### config.mk
export PLATFORM = sky130hd
export DESIGN_NAME = dac_wr_seq
export DESIGN_NICKNAME = d
export VERILOG_FILES = /design/src/rtl/dacseq_pkg.sv /design/src/rtl/dacseq_timer.sv /design/src/rtl/dacseq_shifter.sv /design/src/rtl/dacseq_pins.sv /design/src/rtl/dac_wr_seq.sv
export SDC_FILE = /design/constraint.sdc
export NUM_CORES = 1
export LEC_CHECK = 0
export BUFFER_PORTS_ARGS = -buffer_cell sky130_fd_sc_hd__buf_2
export CAP_MARGIN = 20
export CORE_UTILIZATION = 58
export CTS_CLUSTER_SIZE = 25
export DETAILED_ROUTE_END_ITERATION = 10
export MAX_ROUTING_LAYER = met4
export PLACE_DENSITY = 0.8
export SYNTH_ARGS = -nofsm -noshare
export SYNTH_HDL_FRONTEND = slang
export SYNTH_SLANG_ARGS = --single-unit
### constraint.sdc
create_clock -name clk -period 2.7 [get_ports clk]
set_input_delay 0.54 -clock clk [delete_from_list [all_inputs] [get_ports clk]]
set_output_delay 0.54 -clock clk [all_outputs]
set_load 0.01 [all_outputs]
### src/rtl/dacseq_pkg.sv
package dacseq_pkg;

  typedef enum logic [3:0] {
    S_IDLE,
    S_SELECT,
    S_SCK_LO,
    S_SCK_HI,
    S_DESEL,
    S_LOAD,
    S_UPDATE,
    S_RSEL,
    S_RESET,
    S_GAP
  } seq_state_e;

endpackage

### src/rtl/dacseq_timer.sv
module dacseq_timer #(
  parameter int W = 8
) (
  input  logic         clk,
  input  logic         rst_n,
  input  logic         load,
  input  logic [W-1:0] load_val,
  output logic         expired
);
  logic [W-1:0] cnt;

  // A load of N keeps 'expired' low for N-1 cycles, so the state that
  // issued the load is held for exactly N cycles (N must be at least 1).
  always_ff @(posedge clk or negedge rst_n) begin
    if (!rst_n)                cnt <= '0;
    else if (load)             cnt <= (load_val == '0) ? '0 : load_val - W'(1);
    else if (cnt != '0)        cnt <= cnt - W'(1);
  end

  assign expired = (cnt == '0);
endmodule

### src/rtl/dacseq_shifter.sv
module dacseq_shifter #(
  parameter int W = 16
) (
  input  logic         clk,
  input  logic         rst_n,
  input  logic         load,
  input  logic [W-1:0] load_word,
  input  logic         shift,
  output logic         bit_out
);
  logic [W-1:0] sreg;

  always_ff @(posedge clk or negedge rst_n) begin
    if (!rst_n)      sreg <= '0;
    else if (load)   sreg <= load_word;
    else if (shift)  sreg <= {sreg[W-2:0], 1'b0};
  end

  assign bit_out = sreg[W-1];
endmodule

### src/rtl/dacseq_pins.sv
module dacseq_pins
  import dacseq_pkg::*;
(
  input  logic       clk,
  input  logic       rst_n,
  input  seq_state_e state,
  input  logic       data_bit,
  input  logic       rsel_lvl,
  output logic       cs_n,
  output logic       sck,
  output logic       sdi,
  output logic       ldreg_n,
  output logic       lddac_n,
  output logic       dev_rst_n,
  output logic       rstsel
);
  logic selected;

  always_comb begin
    unique case (state)
      S_SELECT, S_SCK_LO, S_SCK_HI, S_DESEL: selected = 1'b1;
      default:                              selected = 1'b0;
    endcase
  end

  // Registered decode keeps every device pin glitch-free.
  always_ff @(posedge clk or negedge rst_n) begin
    if (!rst_n) begin
      cs_n      <= 1'b1;
      sck       <= 1'b1;
      sdi       <= 1'b0;
      ldreg_n   <= 1'b1;
      lddac_n   <= 1'b1;
      dev_rst_n <= 1'b1;
      rstsel    <= 1'b0;
    end else begin
      cs_n      <= !selected;
      sck       <= (state != S_SCK_LO);
      sdi       <= data_bit;
      ldreg_n   <= (state != S_LOAD);
      lddac_n   <= (state != S_UPDATE);
      dev_rst_n <= (state != S_RESET);
      rstsel    <= rsel_lvl;
    end
  end
endmodule

### src/rtl/dac_wr_seq.sv
module dac_wr_seq
  import dacseq_pkg::*;
#(
  parameter int CHAN_W  = 2,
  parameter int PAD_W   = 2,
  parameter int CODE_W  = 12,
  parameter int TIMER_W = 8,
  parameter int T_CSS   = 14,  // select to first low phase
  parameter int T_CL    = 13,  // clock low phase
  parameter int T_CH    = 8,   // clock high phase
  parameter int T_CSH   = 4,   // extra high time before chip-select rises
  parameter int T_LD2   = 4,   // extra time before the register load may fall
  parameter int T_LDW   = 12,  // register load low width
  parameter int T_LDDW  = 12,  // global update low width
  parameter int T_RSSH  = 7,   // reset-select setup before reset falls
  parameter int T_RSTW  = 18,  // reset low width
  parameter int T_GAP   = 2    // guard gap after every operation
) (
  input  logic              clk,
  input  logic              rst_n,
  input  logic              in_valid,
  output logic              in_ready,
  input  logic [CHAN_W-1:0] in_chan,
  input  logic [CODE_W-1:0] in_code,
  input  logic              auto_upd,
  input  logic              upd_req,
  input  logic              rst_req,
  input  logic              rst_mode,
  output logic              dac_cs_n,
  output logic              dac_sck,
  output logic              dac_sdi,
  output logic              dac_ldreg_n,
  output logic              dac_lddac_n,
  output logic              dac_rst_n,
  output logic              dac_rstsel
);
  localparam int FRAME_W = CHAN_W + PAD_W + CODE_W;
  localparam int BIT_W   = $clog2(FRAME_W);
  localparam int T_TAIL  = (T_CSH > T_LD2) ? T_CSH : T_LD2;
  localparam logic [BIT_W-1:0] LAST_BIT = BIT_W'(FRAME_W - 1);

  seq_state_e           state, nstate;
  logic                 tmr_load, tmr_done;
  logic [TIMER_W-1:0]   tmr_val;
  logic                 frm_load, frm_shift, frm_bit;
  logic [BIT_W-1:0]     bit_cnt;
  logic                 auto_q, upd_pend, rst_pend, rmode_pend, rsel_q;
  logic                 accept;
  logic [FRAME_W-1:0]   frame;

  assign in_ready = (state == S_IDLE) && !rst_pend;
  assign accept   = in_valid && in_ready;
  assign frame    = {in_chan, {PAD_W{1'b0}}, in_code};

  always_comb begin
    nstate    = state;
    tmr_load  = 1'b0;
    tmr_val   = '0;
    frm_load  = 1'b0;
    frm_shift = 1'b0;
    unique case (state)
      S_IDLE: begin
        if (rst_pend) begin
          nstate = S_RSEL;   tmr_load = 1'b1; tmr_val = TIMER_W'(T_RSSH);
        end else if (in_valid) begin
          nstate = S_SELECT; tmr_load = 1'b1; tmr_val = TIMER_W'(T_CSS);
          frm_load = 1'b1;
        end else if (upd_pend) begin
          nstate = S_UPDATE; tmr_load = 1'b1; tmr_val = TIMER_W'(T_LDDW);
        end
      end
      S_SELECT: if (tmr_done) begin
        nstate = S_SCK_LO; tmr_load = 1'b1; tmr_val = TIMER_W'(T_CL);
      end
      S_SCK_LO: if (tmr_done) begin
        nstate = S_SCK_HI; tmr_load = 1'b1; tmr_val = TIMER_W'(T_CH);
      end
      S_SCK_HI: if (tmr_done) begin
        if (bit_cnt == LAST_BIT) begin
          nstate = S_DESEL;  tmr_load = 1'b1; tmr_val = TIMER_W'(T_TAIL);
        end else begin
          nstate = S_SCK_LO; tmr_load = 1'b1; tmr_val = TIMER_W'(T_CL);
          frm_shift = 1'b1;
        end
      end
      S_DESEL: if (tmr_done) begin
        nstate = S_LOAD; tmr_load = 1'b1; tmr_val = TIMER_W'(T_LDW);
      end
      S_LOAD: if (tmr_done) begin
        if (auto_q || upd_pend) begin
          nstate = S_UPDATE; tmr_load = 1'b1; tmr_val = TIMER_W'(T_LDDW);
        end else begin
          nstate = S_GAP;    tmr_load = 1'b1; tmr_val = TIMER_W'(T_GAP);
        end
      end
      S_UPDATE: if (tmr_done) begin
        nstate = S_GAP; tmr_load = 1'b1; tmr_val = TIMER_W'(T_GAP);
      end
      S_RSEL: if (tmr_done) begin
        nstate = S_RESET; tmr_load = 1'b1; tmr_val = TIMER_W'(T_RSTW);
      end
      S_RESET: if (tmr_done) begin
        nstate = S_GAP; tmr_load = 1'b1; tmr_val = TIMER_W'(T_GAP);
      end
      S_GAP: if (tmr_done) nstate = S_IDLE;
      default: nstate = S_IDLE;
    endcase
  end

  always_ff @(posedge clk or negedge rst_n) begin
    if (!rst_n) begin
      state      <= S_IDLE;
      bit_cnt    <= '0;
      auto_q     <= 1'b0;
      upd_pend   <= 1'b0;
      rst_pend   <= 1'b0;
      rmode_pend <= 1'b0;
      rsel_q     <= 1'b0;
    end else begin
      state <= nstate;
      if (state == S_SELECT) bit_cnt <= '0;
      else if (frm_shift)    bit_cnt <= bit_cnt + BIT_W'(1);
      if (accept) auto_q <= auto_upd;
      // A new request wins over the clear on the same cycle.
      if (upd_req)                                   upd_pend <= 1'b1;
      else if (nstate == S_UPDATE && state != S_UPDATE) upd_pend <= 1'b0;
      if (rst_req) begin
        rst_pend   <= 1'b1;
        rmode_pend <= rst_mode;
      end else if (state == S_IDLE && nstate == S_RSEL) begin
        rst_pend <= 1'b0;
      end
      if (state == S_IDLE && nstate == S_RSEL) rsel_q <= rmode_pend;
    end
  end

  dacseq_timer #(.W(TIMER_W)) u_timer (
    .clk      (clk),
    .rst_n    (rst_n),
    .load     (tmr_load),
    .load_val (tmr_val),
    .expired  (tmr_done)
  );

  dacseq_shifter #(.W(FRAME_W)) u_shift (
    .clk       (clk),
    .rst_n     (rst_n),
    .load      (frm_load),
    .load_word (frame),
    .shift     (frm_shift),
    .bit_out   (frm_bit)
  );

  dacseq_pins u_pins (
    .clk       (clk),
    .rst_n     (rst_n),
    .state     (state),
    .data_bit  (frm_bit),
    .rsel_lvl  (rsel_q),
    .cs_n      (dac_cs_n),
    .sck       (dac_sck),
    .sdi       (dac_sdi),
    .ldreg_n   (dac_ldreg_n),
    .lddac_n   (dac_lddac_n),
    .dev_rst_n (dac_rst_n),
    .rstsel    (dac_rstsel)
  );
endmodule

After elaboration in Yosys (flattened, before gate mapping)
Cells that the tools add are included.
{ "op_classes": {"div_mod_pow": 0, "muxes": 50, "shifts": 0, "bitwise_logic": 0, "addsub": 3, "n_mul": 0, "n_reduce_logical": 19, "n_lt_le_gt_ge": 0, "n_eq_ne": 16} }
{ "ops": {"columns": ["op", "count"], "rows": [
  ["two-way mux 4 bit", 24],
  ["case mux 5 bit (8 select lines)", 1],
  ["case mux 4 bit (9 select lines)", 1],
  ["two-way mux 16 bit", 2],
  ["== test 4 x 3 -> 1 bit (second input constant)", 6],
  ["two-way mux 8 bit", 3],
  ["zero test 8 bit", 2],
  ["two-way mux 1 bit", 15],
  ["== test 4 bit (second input constant)", 3],
  ["nonzero test 2 bit", 5],
  ["== test 4 x 2 -> 1 bit (second input constant)", 2],
  ["inequality test 4 x 3 -> 1 bit (second input constant)", 2],
  ["nonzero test 8 bit", 1],
  ["OR reduction 8 bit", 1],
  ["subtractor 8 x 1 -> 8 bit (second input constant)", 1],
  ["subtractor 5 x 1 -> 6 bit (second input constant)", 1],
  ["two-way mux 5 bit", 1],
  ["adder 4 x 1 -> 4 bit (second input constant)", 1],
  ["== test 4 x 1 -> 1 bit (second input constant)", 1],
  ["logical AND 1 bit", 4],
  ["zero test 4 bit", 1],
  ["inequality test 4 x 2 -> 1 bit (second input constant)", 1],
  ["inequality test 4 bit (second input constant)", 1],
  ["OR reduction 4 bit", 1],
  ["other kinds (6)", 7]
]} }
{ "word_totals": {"out_inout_bits": 8, "latchBits": 0, "wordCells": 104, "ff_bits": 44, "mem_bits_ro": 0, "ramBits": 0, "in_bits": 21, "n_memories": 0} }

Logic depth before layout (Yosys ltp)
{ "logic_depth": {"depth_word": 8, "mapped_depth": 11, "depth_no_buf": 10} }

Cells and area by module
From an unflattened synthesis, not the netlist that was laid out.
{ "hier_totals": {"cells_unflattened": 262, "hier_area_um2": 2552.4} }
{ "by_module_without_submodules": {"columns": ["module", "instances", "area_each_um2", "seq_area_each_um2", "cells_per_inst"], "rows": [
  ["dac_wr_seq", 1, 943.4, 325.3, 111],
  ["dacseq_shifter", 1, 742.0, 400.4, 69],
  ["dacseq_timer", 1, 631.9, 200.2, 66],
  ["dacseq_pins", 1, 235.2, 181.4, 16]
]} }

Least setup slack after synthesis
No wires, ideal clock.
{ "synth_timing": {"kind": "register -> register", "start": "register u_timer.cnt[0]", "end": "register u_timer.cnt[1]", "required_ns": 2.605, "path_slack_ns": 0.555, "t_arrival_ns": 2.049, "synth_period_minus_slack_ns": 2.145, "setup_ns": 0.095, "path_stages_with_launch": 10, "n_path_buf": 0, "cell_sequence": "dfrtp_1 > inv_1 > ha_1 > or3b_2 > nor4_4 > a221oi_1 > ha_1 > inv_1 > nor4_1 > o31ai_1"} }
{ "synth_via": {"elab_chain_len": 6, "word_cells_on_any_way": 19, "cone_classes": "add/sub (2); mux (13); reduce/logical (4)"} }
{ "synth_rtl": {"columns": ["element", "line", "rtl"], "rows": [
  ["start, declared", "dacseq_timer.sv:10", "logic [W-1:0] cnt;"],
  ["start signal, assigned", "dacseq_timer.sv:16", "else if (load) cnt <= (load_val == '0) ? '0 : load_val - W'(1);"],
  ["start signal, assigned", "dacseq_timer.sv:17", "else if (cnt != '0) cnt <= cnt - W'(1);"],
  ["zero test 8 bit", "dacseq_timer.sv:20", "assign expired = (cnt == '0);"],
  ["two-way mux 4 bit (tied with other cells)", "dac_wr_seq.sv:89", "S_LOAD: if (tmr_done) begin"],
  ["case mux 5 bit (8 select lines)", "dac_wr_seq.sv:61", "unique case (state)"],
  ["subtractor 5 x 1 -> 6 bit / zero test 8 bit (equally long branches)", "dacseq_timer.sv:16", null],
  ["two-way mux 8 bit (2 in series)", "dacseq_timer.sv:16", null]
]} }
Several ways; a longest one is shown, not always the timed one. The select of a mux whose other input is x is not followed.
A chain may end at the register's enable or synchronous reset.

Worst setup path after layout
{ "layout_timing": {"start": "register u_timer.cnt[0]", "end": "register u_timer.cnt[4]"} }
Same word-level chain as after synthesis.

==> results.ini <==
[synthesis]
ys.flop_type=dfrtp_1
synth_async_sr_flop_share_pct=100
synth_edf_count=0
synth_largest_area_cell=dfrtp_1
synth.yosys.seq_area_share_pct=45.8
syn_inst=248
ys_ff_latch=44
synthesis.nets=273
syn_avg_cell_area_um2=9.76
synth_area_leaders=dfrtp_1, mux2i_1, dfstp_2, nand2_1, o21ai_0
syn_area_um2=2420
ys_warn_count=0
synth_cell_type_count=56
synth_top_area_share_pct=40.3

[timing]
drv_slew=0
rsz0062_at_grt=no
tightest_slew_ns=0.929
fin_skew_ns=0.0108
max_slew_margin_pct=38.1
post-route-period-util_pct=89.1
fin_setup_tns_ns=0
setup_violations=0
period_needed_ns=2.41
fmax_mhz=416
finalHoldViolCount=0
timing.hold.ws_ns=0.366

[floorplan]
die_area_um2=4430
fp.dieW_um=66.6
die_h_um=66.6
start_util_pct=60.5
rows=23
coreArea_um2=4000
io_pins=29

[layout]
drive_above_1_share_pct=21.7
nets=301
diodes=0
n_fill_cell=316
fin_cells=327
area_growth_pct=12.3

[detailed_routing]
wl_per_cell_um=15.1
vias=1951
drt_iter0_markers=182
ant_nets=0
drcViolationCount=0
drt-total-wl_um=4950
dr.pass1.iters=5
avgViaCountPerCell=5.97

[flow_run]
drv_cap=0

[grt]
grt_start_max_net_pins=45
grt_pass1_wl_um=8130
antenna_found_initial=0
grt.total_usage_pct=25.7
first_global_vias=1733
overflow=0

[clock_network]
clk_latency_ns=0.31
hold_buffers=0
post_cts_buffers=0
cts_tree=built
clk_pin_slew_ns=0.09
clock_path_buffers=2
cts_made_buffers=5
cts.sinks=44
h-tree-depth=2
cts-root-buf=clkbuf_8
ctsResizeCount=0

[worst_setup_path]
timing.rr.end=u_timer.cnt[4]
critPathRequiredTime_ns=2.90
cp_max_fo=11
r2r_slack_ns=0.29
reg2regPathDepth=9
critical_path.cell_chain=inv_1 > ha_1 > or3b_2 > nor2_4 > a221oi_1 > ha_1 > inv_1 > or3_1 > a22o_1
r2r_start=u_timer.cnt[0]
end_kind=register
crit_type=reg2reg
start_kind=register
critical_path.slowest_cell=dfrtp_1
cp.arrival_ns=2.60
cpPeakStageDelay_ns=0.39

[placement]
port_buffers=28
placedCellCount=319
hpwlAfterDp_um=3560
gp_congestion=0.906

[power_and_ir_drop]
power_density_nw_per_um2=454
cellLeakagePower_nw=1.08
peakVddDrop_v=0.000351

[run_status]
outcome=complete, no violations

[hold_path]
hp-class=in2async

## cells in the mapped netlist, types with 2 or more instances
| cell type | count |
|---|---|
| nor3b_1 | 3 |
| nor2b_1 | 2 |
| inv_1 | 9 |
| mux2_2 | 3 |
| nor4_1 | 5 |
| nor3_1 | 7 |
| nand4bb_1 | 2 |
| nand2b_1 | 4 |
| nor2_1 | 17 |
| a22o_1 | 3 |
| buf_2 | 2 |
| o21ai_0 | 17 |
| buf_6 | 2 |
| o2111ai_1 | 2 |
| o21a_1 | 2 |
| or3_1 | 2 |
| buf_1 | 2 |
| dfstp_2 | 5 |
| xor2_1 | 2 |
| o21ai_1 | 7 |
| ha_1 | 4 |
| a31oi_1 | 2 |
| o22ai_1 | 2 |
| mux2i_1 | 16 |
| dfrtp_1 | 39 |
| a21oi_1 | 8 |
| and3_1 | 3 |
| o311a_1 | 2 |
| nand3_1 | 4 |
| nand2_1 | 28 |
| clkbuf_1 | 7 |
| xnor2_1 | 7 |
| o211ai_1 | 5 |
## state kept, by name, indices dropped and copies added, names as in the netlist
| signal | cells |
|---|---|
| u_shift.sreg | 16 |
| u_timer.cnt | 8 |
| bit_cnt | 4 |
| state | 4 |
| auto_q | 1 |
| rmode_pend | 1 |
| rsel_q | 1 |
| rst_pend | 1 |
| u_pins.cs_n | 1 |
| u_pins.dev_rst_n | 1 |
| u_pins.lddac_n | 1 |
| u_pins.ldreg_n | 1 |
| u_pins.rstsel | 1 |
| u_pins.sck | 1 |
| u_pins.sdi | 1 |
| upd_pend | 1 |
## critical path: cells and delay by family, from the launching register on
family | cells | cell delay (ns)
compound gates | 2 | 0.54
buf+inv | 2 | 0.16
fa+ha+maj | 2 | 0.48
flops | 1 | 0.39
simple gates | 3 | 0.74
## layer usage
layer  global-route usage, %  up-vias  part of all wire, %
li1                        -      952                    -
met5                       -        -                    0
met3                    5.65       10                  5.2
met4                    10.6        0                  2.0
met2                    37.0       66                   49
met1                    35.1      923                   44
## cell families (layout without fill, tap and decap cells)
logic type,after synthesis,after routing,synth area share [%]
XOR/XNOR,9,9,3.26
AND/OR/NAND/NOR,86,86,18.8
buffers and inverters,23,52,4.96
adder cells (fa/ha/maj),4,4,2.07
AO/OA/AOI/OAI,63,63,17.2
flip-flops,44,44,45.8
multiplexers,19,19,8.01
## through the flow
step	worst slack (ns)	total power [mW]	util (%)	cell area, µm²
4_1_cts	0.267	1.25	67.8	2710
2_1_floorplan	0.555	0.683	-	2420
3_5_place_dp	0.290	0.714	64.7	2590
3_3_place_gp	0.341	0.713	64.7	2590
5_1_grt	0.111	1.28	67.9	2720
6_report	0.295	1.23	67.9	2720
## report_power, final
group	total [mW]	internal (mW)	switching, mW
Clock	0.535	0.302	0.233
Combinational	0.0342	0.0147	0.0194
Sequential	0.665	0.663	0.00182
## layout by cell type, fill, tap and decap left out, types with 4 or more instances in the layout
master and count:
o21ai_0 17, buf_4 7, nor2_1 17, ha_1 4, dfrtp_1 39, mux2i_1 16, dfstp_2 5, nor4_1 4
nand2_1 28, nand2b_1 4, o21ai_1 7, nor3_1 7, xnor2_1 7, buf_2 28, inv_1 9, a21oi_1 8
clkbuf_8 6, nand3_1 4, o211ai_1 5
## worst max-delay path by stage
stage	slack, ns	start	depth (start not counted)	endpoint
after floorplan	0.56	u_timer.cnt[0]	9	u_timer.cnt[1]
after global placement	0.34	u_timer.cnt[0]	9	u_timer.cnt[0]
after detailed placement	0.29	u_timer.cnt[0]	9	u_timer.cnt[4]
after CTS	0.27	u_timer.cnt[0]	9	u_timer.cnt[0]
after global routing	0.11	u_timer.cnt[0]	9	u_timer.cnt[4]
final	0.29	u_timer.cnt[0]	9	u_timer.cnt[4]
## area by class of cell
class | instances | area (µm²) | area share [%]
repair buffers | 35 | 193 | 7.09
clock buffers | 6 | 82.6 | 3.04
well taps | 50 | 62.6 | 2.30
flip-flops and latches | 44 | 1110 | 40.8
multi-input cells | 181 | 1200 | 44.1
inverters | 9 | 33.8 | 1.24
clock inverters | 2 | 38.8 | 1.43
No activity file was read; power rests on OpenSTA's default activity.
